File: src/rtl/cfgf_pkg.sv
package cfgf_pkg;

    typedef enum logic [1:0] {
        ST_IDLE  = 2'd0,
        ST_PRIME = 2'd1,
        ST_SHIFT = 2'd2,
        ST_HALT  = 2'd3
    } fetch_state_e;

    typedef enum logic {
        DIR_UP   = 1'b0,
        DIR_DOWN = 1'b1
    } step_dir_e;

endpackage

File: src/rtl/cfgf_addr_ctr.sv
module cfgf_addr_ctr
    import cfgf_pkg::*;
#(
    parameter int ADDR_W = 16
) (
    input  logic              clk,
    input  logic              rst_n,
    input  logic              load_i,
    input  step_dir_e         dir_i,
    input  logic              step_i,
    output logic [ADDR_W-1:0] addr_o
);

    typedef struct packed {
        logic [ADDR_W-1:0] addr;
        step_dir_e         dir;
    } ctr_t;

    ctr_t ctr_d, ctr_q;

    always_comb begin
        ctr_d = ctr_q;
        if (load_i) begin
            ctr_d.dir  = dir_i;
            ctr_d.addr = (dir_i == DIR_DOWN) ? {ADDR_W{1'b1}} : {ADDR_W{1'b0}};
        end else if (step_i) begin
            if (ctr_q.dir == DIR_DOWN) begin
                ctr_d.addr = ctr_q.addr - ADDR_W'(1);
            end else begin
                ctr_d.addr = ctr_q.addr + ADDR_W'(1);
            end
        end
    end

    always_ff @(posedge clk or negedge rst_n) begin
        if (!rst_n) begin
            ctr_q <= '{addr: '0, dir: DIR_UP};
        end else begin
            ctr_q <= ctr_d;
        end
    end

    assign addr_o = ctr_q.addr;

endmodule

File: src/rtl/cfgf_bit_timer.sv
module cfgf_bit_timer #(
    parameter int HALF_CYC = 2,
    parameter int BITS     = 8
) (
    input  logic clk,
    input  logic rst_n,
    input  logic run_i,
    output logic sclk_o,
    output logic fall_o,
    output logic byte_end_o
);

    localparam int HC_W  = (HALF_CYC > 1) ? $clog2(HALF_CYC) : 1;
    localparam int BIT_W = (BITS > 1) ? $clog2(BITS) : 1;
    localparam logic [HC_W-1:0]  HC_LAST  = HC_W'(HALF_CYC - 1);
    localparam logic [BIT_W-1:0] BIT_LAST = BIT_W'(BITS - 1);

    typedef struct packed {
        logic [HC_W-1:0]  hc;
        logic             lvl;
        logic [BIT_W-1:0] bitn;
    } tmr_t;

    tmr_t tmr_d, tmr_q;
    logic last_half;

    always_comb begin
        last_half  = (tmr_q.hc == HC_LAST);
        fall_o     = run_i && last_half && tmr_q.lvl;
        byte_end_o = fall_o && (tmr_q.bitn == BIT_LAST);

        tmr_d = tmr_q;
        if (!run_i) begin
            tmr_d = '0;
        end else if (last_half) begin
            tmr_d.hc  = '0;
            tmr_d.lvl = !tmr_q.lvl;
            if (tmr_q.lvl) begin
                tmr_d.bitn = byte_end_o ? '0 : tmr_q.bitn + BIT_W'(1);
            end
        end else begin
            tmr_d.hc = tmr_q.hc + HC_W'(1);
        end
    end

    always_ff @(posedge clk or negedge rst_n) begin
        if (!rst_n) begin
            tmr_q <= '0;
        end else begin
            tmr_q <= tmr_d;
        end
    end

    assign sclk_o = tmr_q.lvl;

endmodule

File: src/rtl/cfgf_shifter.sv
module cfgf_shifter #(
    parameter int BITS = 8
) (
    input  logic            clk,
    input  logic            rst_n,
    input  logic            load_i,
    input  logic            shift_i,
    input  logic [BITS-1:0] data_i,
    output logic            sdo_o
);

    typedef struct packed {
        logic [BITS-1:0] sh;
    } shf_t;

    shf_t shf_d, shf_q;

    always_comb begin
        shf_d = shf_q;
        if (load_i) begin
            shf_d.sh = data_i;
        end else if (shift_i) begin
            shf_d.sh = {1'b0, shf_q.sh[BITS-1:1]};
        end
    end

    always_ff @(posedge clk or negedge rst_n) begin
        if (!rst_n) begin
            shf_q <= '0;
        end else begin
            shf_q <= shf_d;
        end
    end

    assign sdo_o = shf_q.sh[0];

endmodule

File: src/rtl/bytewide_cfg_fetch.sv
module bytewide_cfg_fetch
    import cfgf_pkg::*;
#(
    parameter int ADDR_W   = 16,
    parameter int DATA_W   = 8,
    parameter int HALF_CYC = 2,
    parameter int ACC_DLY  = 3
) (
    input  logic              clk,
    input  logic              rst_n,
    input  logic              start_i,
    input  logic              dir_hi_i,
    input  logic              done_i,
    input  logic [DATA_W-1:0] mem_data_i,
    output logic [ADDR_W-1:0] mem_addr_o,
    output logic              ser_clk_o,
    output logic              ser_dat_o
);

    localparam int PRIME_W = (ACC_DLY > 1) ? $clog2(ACC_DLY) : 1;
    localparam logic [PRIME_W-1:0] PRIME_INIT = PRIME_W'(ACC_DLY - 1);

    typedef struct packed {
        fetch_state_e       st;
        logic [PRIME_W-1:0] wait_cnt;
    } ctl_t;

    ctl_t ctl_d, ctl_q;

    logic      addr_load, addr_step;
    logic      sh_load, sh_shift;
    logic      tmr_run, tmr_fall, tmr_byte_end;
    step_dir_e dir_sel;

    assign dir_sel = dir_hi_i ? DIR_DOWN : DIR_UP;
    assign tmr_run = (ctl_q.st == ST_SHIFT) && !done_i;

    always_comb begin
        ctl_d     = ctl_q;
        addr_load = 1'b0;
        addr_step = 1'b0;
        sh_load   = 1'b0;
        sh_shift  = 1'b0;
        unique case (ctl_q.st)
            ST_IDLE: begin
                if (done_i) begin
                    ctl_d.st = ST_HALT;
                end else if (start_i) begin
                    addr_load      = 1'b1;
                    ctl_d.st       = ST_PRIME;
                    ctl_d.wait_cnt = PRIME_INIT;
                end
            end
            ST_PRIME: begin
                if (done_i) begin
                    ctl_d.st = ST_HALT;
                end else if (ctl_q.wait_cnt == '0) begin
                    sh_load   = 1'b1;
                    addr_step = 1'b1;
                    ctl_d.st  = ST_SHIFT;
                end else begin
                    ctl_d.wait_cnt = ctl_q.wait_cnt - PRIME_W'(1);
                end
            end
            ST_SHIFT: begin
                if (done_i) begin
                    ctl_d.st = ST_HALT;
                end else if (tmr_byte_end) begin
                    sh_load   = 1'b1;
                    addr_step = 1'b1;
                end else if (tmr_fall) begin
                    sh_shift = 1'b1;
                end
            end
            ST_HALT: begin
                ctl_d = ctl_q;
            end
            default: begin
                ctl_d.st = ST_HALT;
            end
        endcase
    end

    always_ff @(posedge clk or negedge rst_n) begin
        if (!rst_n) begin
            ctl_q <= '{st: ST_IDLE, wait_cnt: '0};
        end else begin
            ctl_q <= ctl_d;
        end
    end

    cfgf_addr_ctr #(
        .ADDR_W (ADDR_W)
    ) u_addr (
        .clk    (clk),
        .rst_n  (rst_n),
        .load_i (addr_load),
        .dir_i  (dir_sel),
        .step_i (addr_step),
        .addr_o (mem_addr_o)
    );

    cfgf_bit_timer #(
        .HALF_CYC (HALF_CYC),
        .BITS     (DATA_W)
    ) u_tmr (
        .clk        (clk),
        .rst_n      (rst_n),
        .run_i      (tmr_run),
        .sclk_o     (ser_clk_o),
        .fall_o     (tmr_fall),
        .byte_end_o (tmr_byte_end)
    );

    cfgf_shifter #(
        .BITS (DATA_W)
    ) u_shf (
        .clk     (clk),
        .rst_n   (rst_n),
        .load_i  (sh_load),
        .shift_i (sh_shift),
        .data_i  (mem_data_i),
        .sdo_o   (ser_dat_o)
    );

endmodule

File: config.mk
export PLATFORM = sky130hd
export DESIGN_NAME = bytewide_cfg_fetch
export DESIGN_NICKNAME = d
export VERILOG_FILES = /design/src/rtl/cfgf_pkg.sv /design/src/rtl/cfgf_addr_ctr.sv /design/src/rtl/cfgf_bit_timer.sv /design/src/rtl/cfgf_shifter.sv /design/src/rtl/bytewide_cfg_fetch.sv
export SDC_FILE = /design/constraint.sdc
export NUM_CORES = 1
export LEC_CHECK = 0
export ABC_CLOCK_PERIOD_IN_PS = 6750
export BUFFER_PORTS_ARGS = -buffer_cell sky130_fd_sc_hd__buf_2
export CORE_MARGIN = 5
export CORE_UTILIZATION = 63
export DETAILED_ROUTE_END_ITERATION = 16
export HOLD_SLACK_MARGIN = 0.08
export PLACE_DENSITY = 0.86
export SLEW_MARGIN = 15
export SYNTH_ARGS = -nofsm -noshare
export SYNTH_HDL_FRONTEND = slang
export SYNTH_SLANG_ARGS = --single-unit
File: constraint.sdc
create_clock -name clk -period 6.75 [get_ports clk]
set_clock_uncertainty 0.05 [all_clocks]
set_input_delay 1.35 -clock clk [delete_from_list [all_inputs] [get_ports clk]]
set_output_delay 1.35 -clock clk [all_outputs]
set_load 0.01 [all_outputs]
# Word level (Yosys, flattened, before mapping)
# Cells that the tools add are included.
word_totals:
  regBits: 34
  output_inout_bits: 18
  elab_cells: 75
classes:
  n_addsub: 5
  n_eq_ne: 13
  n_mux: 34
  bitwise_logic: 1
  n_reduce_logical: 14
ops:
  columns: ["cell", "count"]
  rows:
  - ["16-bit two-way mux", 4]
  - ["16-bit by 1-bit adder with 16-bit output (second input constant)", 1]
  - ["8-bit two-way mux", 2]
  - ["16-bit by 1-bit subtractor with 16-bit output (second input constant)", 1]
  - ["2-bit two-way mux", 7]
  - ["2-bit inequality test (second input constant)", 7]
  - ["1-bit two-way mux", 13]
  - ["4-bit two-way mux", 2]
  - ["3-bit two-way mux", 2]
  - ["3-bit inequality test (second input constant)", 2]
  - ["2-bit one-hot mux with 3 select lines", 1]
  - ["2-bit nonzero test", 3]
  - ["5-bit two-way mux", 1]
  - ["5-bit AND reduction", 1]
  - ["2-bit equality test (second input constant)", 2]
  - ["1-bit logical AND", 4]
  - ["2-bit logical NOT", 2]
  - ["2-bit one-hot mux with 2 select lines", 1]
  - ["4-bit AND reduction", 1]
  - ["3-bit by 1-bit adder with 3-bit output (second input constant)", 1]
  - ["3-bit equality test (second input constant)", 1]
  - ["2-bit by 1-bit equality test with 1-bit output (second input constant)", 1]
  - ["1-bit logical NOT", 2]
  - ["1-bit one-hot mux with 2 select lines", 1]
  - ["4 further kinds", 4]

# Depth between registers and ports, before layout
depth:
  ltp_word: 10
  depth_mapped: 12

# Cells and area by module
# A second synthesis with hierarchy kept.
hier_totals:
  hier_cells: 282
  area_unflattened_um2: 2593.7
by_module_without_submodules:
  columns: ["mod", "n_inst", "cells_each", "area_per_inst_um2", "seq_area_each_um2"]
  rows:
  - ["cfgf_addr_ctr", 1, 180, 1534.0, 425.4]
  - ["bytewide_cfg_fetch", 1, 44, 405.4, 100.1]
  - ["cfgf_shifter", 1, 34, 369.1, 200.2]
  - ["cfgf_bit_timer", 1, 24, 285.3, 125.1]

# Worst setup path after synthesis
# Ideal clock, no wire load.
synth_path:
  kind: "in2reg"
  startpoint: "in done_i"
  endpoint: "reg u_addr.ctr_q, in the netlist u_addr.addr_o[13]"
  setup_ns: 0.136
  arrival_time_ns: 2.444
  path_slack_ns: 4.120
  cell_stages: 9
  cell_sequence: "nand2b_1 buf_6 nor2_2 a32o_1 and2_1 buf_6 buf_6 o211ai_1 a22oi_1"
synth_between:
  elab_chain_cells: 9
synth_rtl:
  columns: ["element", "line_no", "text"]
  rows:
  - ["start, declared", "bytewide_cfg_fetch.sv:13", "input logic done_i,"]
  - ["1-bit logical NOT", "bytewide_cfg_fetch.sv:36", "assign tmr_run = (ctl_q.st == ST_SHIFT) && !done_i;"]
  - ["1-bit logical AND", "bytewide_cfg_fetch.sv:36", null]
  - ["1-bit logical AND (2 in a row)", "cfgf_bit_timer.sv:29", "fall_o = run_i && last_half && tmr_q.lvl;"]
  - ["1-bit logical AND", "cfgf_bit_timer.sv:30", "byte_end_o = fall_o && (tmr_q.bitn == BIT_LAST);"]
  - ["1-bit two-way mux", "bytewide_cfg_fetch.sv:68", "end else if (tmr_byte_end) begin"]
  - ["1-bit two-way mux", "bytewide_cfg_fetch.sv:66", "if (done_i) begin"]
  - ["1-bit one-hot mux with 2 select lines", "bytewide_cfg_fetch.sv:44", "unique case (ctl_q.st)"]
  - ["2-bit nonzero test (no line)", null, null]
  - ["end signal, assigned", "cfgf_addr_ctr.sv:37", "ctr_q <= '{addr: '0, dir: DIR_UP};"]
  - ["end signal, assigned", "cfgf_addr_ctr.sv:39", "ctr_q <= ctr_d;"]
  - ["end, declared", "cfgf_addr_ctr.sv:19", "ctr_t ctr_d, ctr_q;"]
# Several ways; a longest one is shown, not always the timed one.
# A chain may end at the register's enable or synchronous reset.

# Worst setup path in the final report
layout_path:
  startpoint: "in done_i"
  endpoint: "reg u_addr.ctr_q, in the netlist u_addr.addr_o[15]"
# The elaborated chain is that of the path after synthesis.

==> flow_summary.toml <==
[pwr]
irDropWorstVdd_mv = 0.255
p_per_area_nw_per_um2 = 496
p_leak_nw = 1.22

[route]
drt_iter0_markers = 163
drc = 0
avgRoutedWirePerCell_um = 14.8
finalWirelength_um = 4890
vias = 1967
dr.pass1.iters = 4
antenna_left = 0
viasPerCell = 5.96

[logic_synthesis]
yosysSeqAreaShare_pct = 35.2
yosys_warnings = 0
avgSynthCellArea_sq_um = 8.92
yosys_register_bits = 34
synth_top_area_share_pct = 35.2
synth_area_sq_um = 2420
synth-edff-count = 0
synth_cells = 271
ys_top_cells_by_area = "dfrtp_1 (35%), ha_1 (11%), buf_4 (5.0%)"
yosysTopAreaCell = "dfrtp_1"
syn_nets = 306
synthFlopType = "dfrtp_1"
async_reset_ff_share_pct = 100
synthDistinctLibCells = 45

[die]
num_rows = 22
die_h_um = 71.9
die_area_sq_um = 5180
io_pins = 31
coreArea_sq_um = 3690
start_util_pct = 65.5
die_x_um = 71.9

[setup_path]
cp_max_fo = 35
cp.required_ns = 6.88
worstSetupStartpointType = "input port"
cp-end-kind = "flop"
crit_type = "in -> reg"
cp.arrival_ns = 3.48

[global_route]
grt_pass1_vias = 1929
gr-usage-met2_pct = 34.1
grt_max_degree = 36
antenna_found_initial = 0
grt_busiest_layer = "met2"
grt_overflow = 0
grt_pass1_wl_um = 8450
track_usage_pct = 20.1
use_met3_pct = 4.85
grt_use_met1_pct = 26.3

[timing]
worstMarginPinSlew_ns = 1.15
final_max_slew_viol_count = 0
finalHoldViolations = 0
tns_ns = 0
setup_viol_count_final = 0
rsz0062_at_grt = "false"
post-route-period-util_pct = 49.6
maxSlewHeadroom_pct = 23.4
setup_ws_ns = 3.40
max_freq_ghz = 0.299
min_period_ns = 3.35

[cells_and_area]
drive_above_1_share_pct = 15.2
layout_common_cells = "dfrtp_1 (34), buf_2 (30), nand2_1 (27)"
syn2layout_area_growth_pct = 4.66
final_common_cell = "dfrtp_1"
num-fill-cells = 311
diodes = 0
final_net_count = 318

[clocking]
cts_setup_buffers = 0
cts_resized = 0
clockBufferDepth = 2
cts.htree.levels = 2
clk-insertion-delay-late_ns = 0.29
postCtsHoldBufs = 0
cts_tree = "yes"
clkTransAtPathRegs_ns = 0.07
cts_root_buffer = "clkbuf_8"
numCtsBuffers = 5
cts_sinks = 34

[place]
dp_hpwl_um = 3490
dp_slack_ns = 3.12
routabilityCongestion = 0.812
io_buffer_count = 30

[outcome]
status = "complete, no violations"

[hold_path]
hold_path.class = "reg -> reg"

[run]
cap_violations = 0
-- logic make-up after synthesis --
kind of cell / synth area share, %
adder cells (fa/ha/maj): 11.7
AO/OA/AOI/OAI: 19.2
AND/OR/NAND/NOR: 16.6
multiplexers: 3.73
buffers and inverters: 9.63
XOR/XNOR: 3.99
flip-flops: 35.2
-- stage by stage --
stage	hold slack, ns	instance area (sq um)	power [mW]	utilization (%)	std cells
floorplan	0.393	2420	0.986	-	271
CTS	0.425	2530	1.26	68.6	330
global route	0.441	2530	1.36	68.6	330
finish	0.420	2530	1.26	68.6	330
global placement	0.408	2450	1.07	66.4	324
detailed placement	0.417	2450	1.10	66.4	324
-- area by class of cell --
cell class	instances	area [sq um]	area share, %
inverter	14	52.6	2.08
clock buffer	6	82.6	3.26
timing repair buffer	30	150	5.93
sequential	34	851	33.6
tap	48	60.1	2.37
multi-input combinational	198	1330	52.7
-- worst paths after layout --
kind                                       from           endpoint  slack, ns  cells past startpoint
worst min-delay path            u_tmr.last_half    u_tmr.last_half       0.42                      1
min in group asynchronous                 rst_n   u_addr.addr_o[0]       1.08                      1
worst max-delay path                     done_i  u_addr.addr_o[15]       3.40                      8
max in group asynchronous                 rst_n     u_tmr.tmr_q[2]       5.08                      1
worst min register to register  u_tmr.last_half    u_tmr.last_half       0.42                      1
worst max register to register         ctl_q[2]  u_addr.addr_o[15]       3.97                      9
-- synthesized netlist by cell type, types with 2 or more instances --
| master | n |
|---|---|
| and3_1 | 3 |
| inv_1 | 14 |
| nor3_1 | 10 |
| a211oi_1 | 4 |
| nand2b_1 | 3 |
| buf_6 | 3 |
| nand3b_1 | 2 |
| nand4_1 | 2 |
| dfrtp_1 | 34 |
| buf_4 | 16 |
| nand3_1 | 8 |
| a31oi_1 | 7 |
| buf_2 | 3 |
| xor2_1 | 2 |
| nor2_1 | 14 |
| mux2i_1 | 9 |
| a21oi_2 | 3 |
| a21o_1 | 7 |
| or3_1 | 2 |
| o21bai_1 | 2 |
| nand2_1 | 27 |
| and2_1 | 2 |
| a21oi_1 | 23 |
| ha_1 | 21 |
| nor3b_1 | 2 |
| xnor2_1 | 9 |
| clkbuf_1 | 3 |
| o21ai_1 | 6 |
| o21ai_0 | 14 |
-- critical path, cell delays in order --
cell and delay [ns]:
buf_2 0.12, nand2b_1 0.28, nor2_2 0.16, a32o_1 0.15
and2_1 0.90, nand4b_1 0.17, a21oi_1 0.16, and3b_1 0.18
-- registers in the layout, indices dropped and copies added, names as in the netlist --
name and count:
u_shf.shf_q 8, u_tmr.last_half 1, u_tmr.tmr_q 3, ctl_q 4, u_tmr.sclk_o 1, u_addr.ctr_q 1
u_addr.addr_o 16
-- layer usage --
metal | routed length [um] | part of all wire (%)
met1 | 2190 | 45
met4 | 82 | 1.7
met3 | 262 | 5.4
met5 | 0 | 0
met2 | 2350 | 48
-- power by group --
group / internal (mW) / switching [mW]
Combinational: 0.332 / 0.405
Sequential: 0.285 / 0.0842
Clock: 0.0786 / 0.0708
No activity file was read; power rests on OpenSTA's default activity.
